### src/rtl/hdx_dir_seq.sv
module hdx_dir_seq #(
  parameter int CODE_W = 4
) (
  input  logic              clk,
  input  logic              rst_n,
  input  logic              bit_tick,
  input  logic              txq_nonempty,
  input  logic              tx_done,
  input  logic [CODE_W-1:0] setup_code,
  input  logic [CODE_W-1:0] hold_code,
  output logic              drv_en,
  output logic              tx_go,
  output logic              rx_block
);

  localparam logic [CODE_W-1:0] ZERO = '0;
  localparam logic [CODE_W-1:0] ONE  = {{(CODE_W-1){1'b0}}, 1'b1};

  typedef enum logic [1:0] {S_IDLE, S_SETUP, S_TX, S_HOLD} st_t;

  st_t               st, st_nx;
  logic [CODE_W-1:0] cnt, cnt_nx;

  wire last_tick = bit_tick && (cnt == ONE);

  always_comb begin
    st_nx  = st;
    cnt_nx = cnt;
    case (st)
      S_IDLE:
        if (txq_nonempty) begin
          cnt_nx = setup_code;
          st_nx  = (setup_code == ZERO) ? S_TX : S_SETUP;
        end
      S_SETUP:
        if (bit_tick) begin
          cnt_nx = cnt - ONE;
          if (cnt == ONE) st_nx = S_TX;
        end
      S_TX:
        if (tx_done && !txq_nonempty) begin
          cnt_nx = hold_code;
          st_nx  = (hold_code == ZERO) ? S_IDLE : S_HOLD;
        end
      S_HOLD:
        if (txq_nonempty) st_nx = S_TX;
        else if (bit_tick) begin
          cnt_nx = cnt - ONE;
          if (cnt == ONE) st_nx = S_IDLE;
        end
      default: st_nx = S_IDLE;
    endcase
  end

  always_ff @(posedge clk or negedge rst_n) begin
    if (!rst_n) begin
      st  <= S_IDLE;
      cnt <= ZERO;
    end else begin
      st  <= st_nx;
      cnt <= cnt_nx;
    end
  end

  assign drv_en   = (st != S_IDLE);
  assign tx_go    = (st == S_TX);
  assign rx_block = (st != S_IDLE);


  idle_to_drive_chk: assert property (@(posedge clk) disable iff (!rst_n)
    (st == S_IDLE && txq_nonempty) |=> drv_en);


  setup_wait_chk: assert property (@(posedge clk) disable iff (!rst_n)
    (st == S_SETUP && !last_tick) |=> !tx_go);


  setup_freeze_chk: assert property (@(posedge clk) disable iff (!rst_n)
    ((st == S_SETUP || (st == S_HOLD && !txq_nonempty)) && !bit_tick) |=> $stable(cnt));


  hold_zero_chk: assert property (@(posedge clk) disable iff (!rst_n)
    (tx_go && tx_done && !txq_nonempty && hold_code == ZERO) |=> !drv_en);


  hold_resume_chk: assert property (@(posedge clk) disable iff (!rst_n)
    (st == S_HOLD && txq_nonempty) |=> tx_go);


  busy_stay_chk: assert property (@(posedge clk) disable iff (!rst_n)
    (tx_go && tx_done && txq_nonempty) |=> tx_go);

endmodule

### config.mk
export PLATFORM = sky130hd
export DESIGN_NAME = hdx_dir_seq
export DESIGN_NICKNAME = d
export VERILOG_FILES = /design/src/rtl/hdx_dir_seq.sv
export SDC_FILE = /design/constraint.sdc
export NUM_CORES = 1
export LEC_CHECK = 0
export ABC_AREA = 1
export CAP_MARGIN = 20
export CORE_MARGIN = 10
export CORE_UTILIZATION = 39
export CTS_CLUSTER_SIZE = 14
export DETAILED_ROUTE_END_ITERATION = 16
export HOLD_SLACK_MARGIN = 0.02
export PLACE_DENSITY_LB_ADDON = 0.3
export SYNTH_ARGS = -nofsm -noshare
export SYNTH_HDL_FRONTEND = slang
export SYNTH_SLANG_ARGS = --single-unit
### constraint.sdc
create_clock -name clk -period 1.1 [get_ports clk]
set_input_delay 0.22 -clock clk [delete_from_list [all_inputs] [get_ports clk]]
set_output_delay 0.22 -clock clk [all_outputs]
set_load 0.01 [all_outputs]
==> reports/results.ini <==
[status]
status = complete, but fails checks
violations = negative setup slack

[grt]
grt_pass1_wl_um = 2520
track_usage = 0.0942
grt_max_degree = 8
grt.overflow.total = 0
grt_pass1_vias = 589
antenna_found_initial = 0

[timing]
fin_ws_ns = -0.181
finalHoldViolCount = 0
fmax_mhz = 780
finalCritPeriodShare = 1.16
worstMarginPinSlew_ns = 0.261
skew_ns = 0.00637
slew_violations = 0
max_slew_margin = 0.826
finalSetupViolCount = 9
rsz0062_at_grt = yes
fin_setup_tns_ns = -1.38
post-route-min-period_ns = 1.28

[finish]
final_cell_area_um2 = 881
drive_gt1_frac = 0.373
area_delta_synth_final_pct = 69.6
antenna_cells = 0
layout.nets = 134

[critical_path]
r2r_setup_slack_ns = -0.18
rr_endpoint = cnt[2]
r2r_start = st[0]
worst-path-max-fanout = 7
path_cells = nor2_4 -> buf_6 -> buf_6 -> nand2_4 -> nand2_4 -> nor2_4 -> inv_2 -> nand2_1 -> nand2_1
cp_slowest_cell = dfrtp_2
crit_end = cnt[2]
crit_arrival_ns = 1.41
end_kind = flop
criticalPathCategory = flop to flop
cp-startpoint = st[0]
slowest_delay_ns = 0.43
worstSetupStartpointType = flop
crit_required_ns = 1.23
ff2ff_path_depth = 9

[clock_network]
numCtsBuffers = 3
cts_root_buffer = clkbuf_4
cts_hold_buf = 0
cts_max_level = 1
clockBufferDepth = 2
clkLatencyLatePin_ns = 0.24
clock_sinks = 6
cts_tree = yes
clk_pin_slew_worst_paths_ns = 0.05

[floorplan]
initial_core_util = 0.404
core_um2 = 1280
die_x_um = 56.5
rows = 13
dieArea_um2 = 3190
io_pins = 16
die_h_um = 56.5

[power_and_ir_drop]
leakagePower_nw = 0.453
p_sw_mw = 1.06
combinationalPowerShare = 0.701
vdd_ir_drop_max_mv = 1.63
power_frac_clock = 0.090
powerDensity_nw_per_um2 = 2720
swShare = 0.442
pwr-share-seq = 0.209
intPower_mw = 1.34

[detailed_routing]
antenna_left = 0
drc_errors = 0
wl_per_cell_um = 11.3
dr.pass1.iters = 4
via_per_inst = 4.65
wirelength_um = 1500
drtIter0Drc = 15
num_vias = 619

[logic_synthesis]
syn_nets = 98
syn_area_um2 = 519
yosys_warnings = 0
synth-seq-cells = 6
yosys.cell_types.count = 18
synthCells = 83
ys_seq_area_frac = 0.289
avgSynthCellArea_um2 = 6.26

[place]
portBuffers = 15
post_dp_cell_area_um2 = 772
hpwlAfterDp_um = 1190
place.gp.congestion = 0.753
place_ws_ns = -0.321

[run]
cap_violations = 0

[worst_hold_path]
hold_path.class = primary input to asynchronous set/reset pin

## critical path, delay by kind of cell, from the launching register on
kind	cells	cell delay (ns)
AND/OR/NAND/NOR	6	0.44
flip-flops	1	0.43
buffers and inverters	3	0.30
## logic make-up (layout without fill, tap and decap cells)
group | count (synthesis) | after routing | synth area share
AND/OR/NAND/NOR | 54 | 54 | 0.470
buffers and inverters | 14 | 49 | 0.108
adder cells (fa/ha/maj) | 2 | 2 | 0.0482
AO/OA/AOI/OAI | 7 | 7 | 0.0843
flip-flops | 6 | 6 | 0.289
## flip-flops by register name, indices dropped and copies added (netlist names)
| signal | count |
|---|---|
| st | 2 |
| cnt | 4 |
## cells in the mapped netlist
library cell	n	area share
nand2_1	33	0.24
inv_1	10	0.072
nand3_1	7	0.067
dfrtp_1	6	0.29
nor2_1	5	0.036
nand2_2	4	0.048
inv_2	3	0.022
ha_1	2	0.048
nor2_4	2	0.043
o211ai_1	2	0.029
o21ai_1	2	0.019
a21oi_1	1	0.0096
a21oi_2	1	0.017
buf_4	1	0.014
nand4_1	1	0.012
nor2_2	1	0.012
o21ai_0	1	0.0096
or2_2	1	0.012
## worst min-delay path by stage
stage,slack [ns],endpoint,cells after the start,start
after floorplan,-0.08,cnt[0],0,rst_n
after global placement,0.47,cnt[1],1,rst_n
after detailed placement,0.47,cnt[3],1,rst_n
after CTS,0.21,cnt[0],1,rst_n
after global routing,0.22,cnt[0],1,rst_n
final,0.21,cnt[0],1,rst_n
## metrics by stage
step,power [mW],std cells,hold slack (ns),utilization
finish,2.40,133,0.212,0.685
global route,2.66,133,0.221,0.685
CTS,2.29,130,0.207,0.659
detailed placement,1.91,122,0.469,0.601
global placement,1.87,122,0.468,0.601
floorplan,1.38,83,-0.0756,-
## metal layers
metal | part of all wire | GRT usage | up-vias
met5 | 0 | 0 | -
met4 | 0 | 0.0103 | 0
met3 | 0.034 | 0.0360 | 0
met2 | 0.55 | 0.166 | 12
met1 | 0.41 | 0.106 | 278
li1 | - | - | 329
## layout make-up
| class | count | area (µm²) |
|---|---|---|
| Tap cell | 15 | 18.8 |
| Sequential cell | 6 | 153 |
| Inverter | 13 | 48.8 |
| Clock buffer | 4 | 26.3 |
| Timing Repair Buffer | 32 | 284 |
| Fill cell | 115 | 404 |
| Multi-Input combinational cell | 63 | 350 |
## power groups by stage
stage               combinational [mW]  sequential (mW)  clock (mW)
floorplan                        0.905            0.472           0
detailed placement                1.41            0.496           0
finish                            1.68            0.501       0.215
global route                      1.89            0.515       0.250
global placement                  1.38            0.495           0
CTS                               1.57            0.498       0.225
## what timing repair did
action,4_1_cts,5_1_grt
hold endpoints to repair,0,0
pin swaps,5,6
setup endpoints to repair,9,9
resized for setup,21,4
setup buffers,4,3
## cells in the final DEF, fill, tap and decap left out, drive strengths merged
cell type      Yosys  layout
dfrtp              6       6
clkdlybuf4s50      0      12
ha                 2       2
a21oi              2       2
buf                1      20
nor2               8       8
nand3              7       7
inv               13      13
or2                1       1
o211ai             2       2
clkbuf             0       4
o21ai              3       3
nand2             37      37
nand4              1       1
Note: power is estimated with default switching activity, not from simulation.
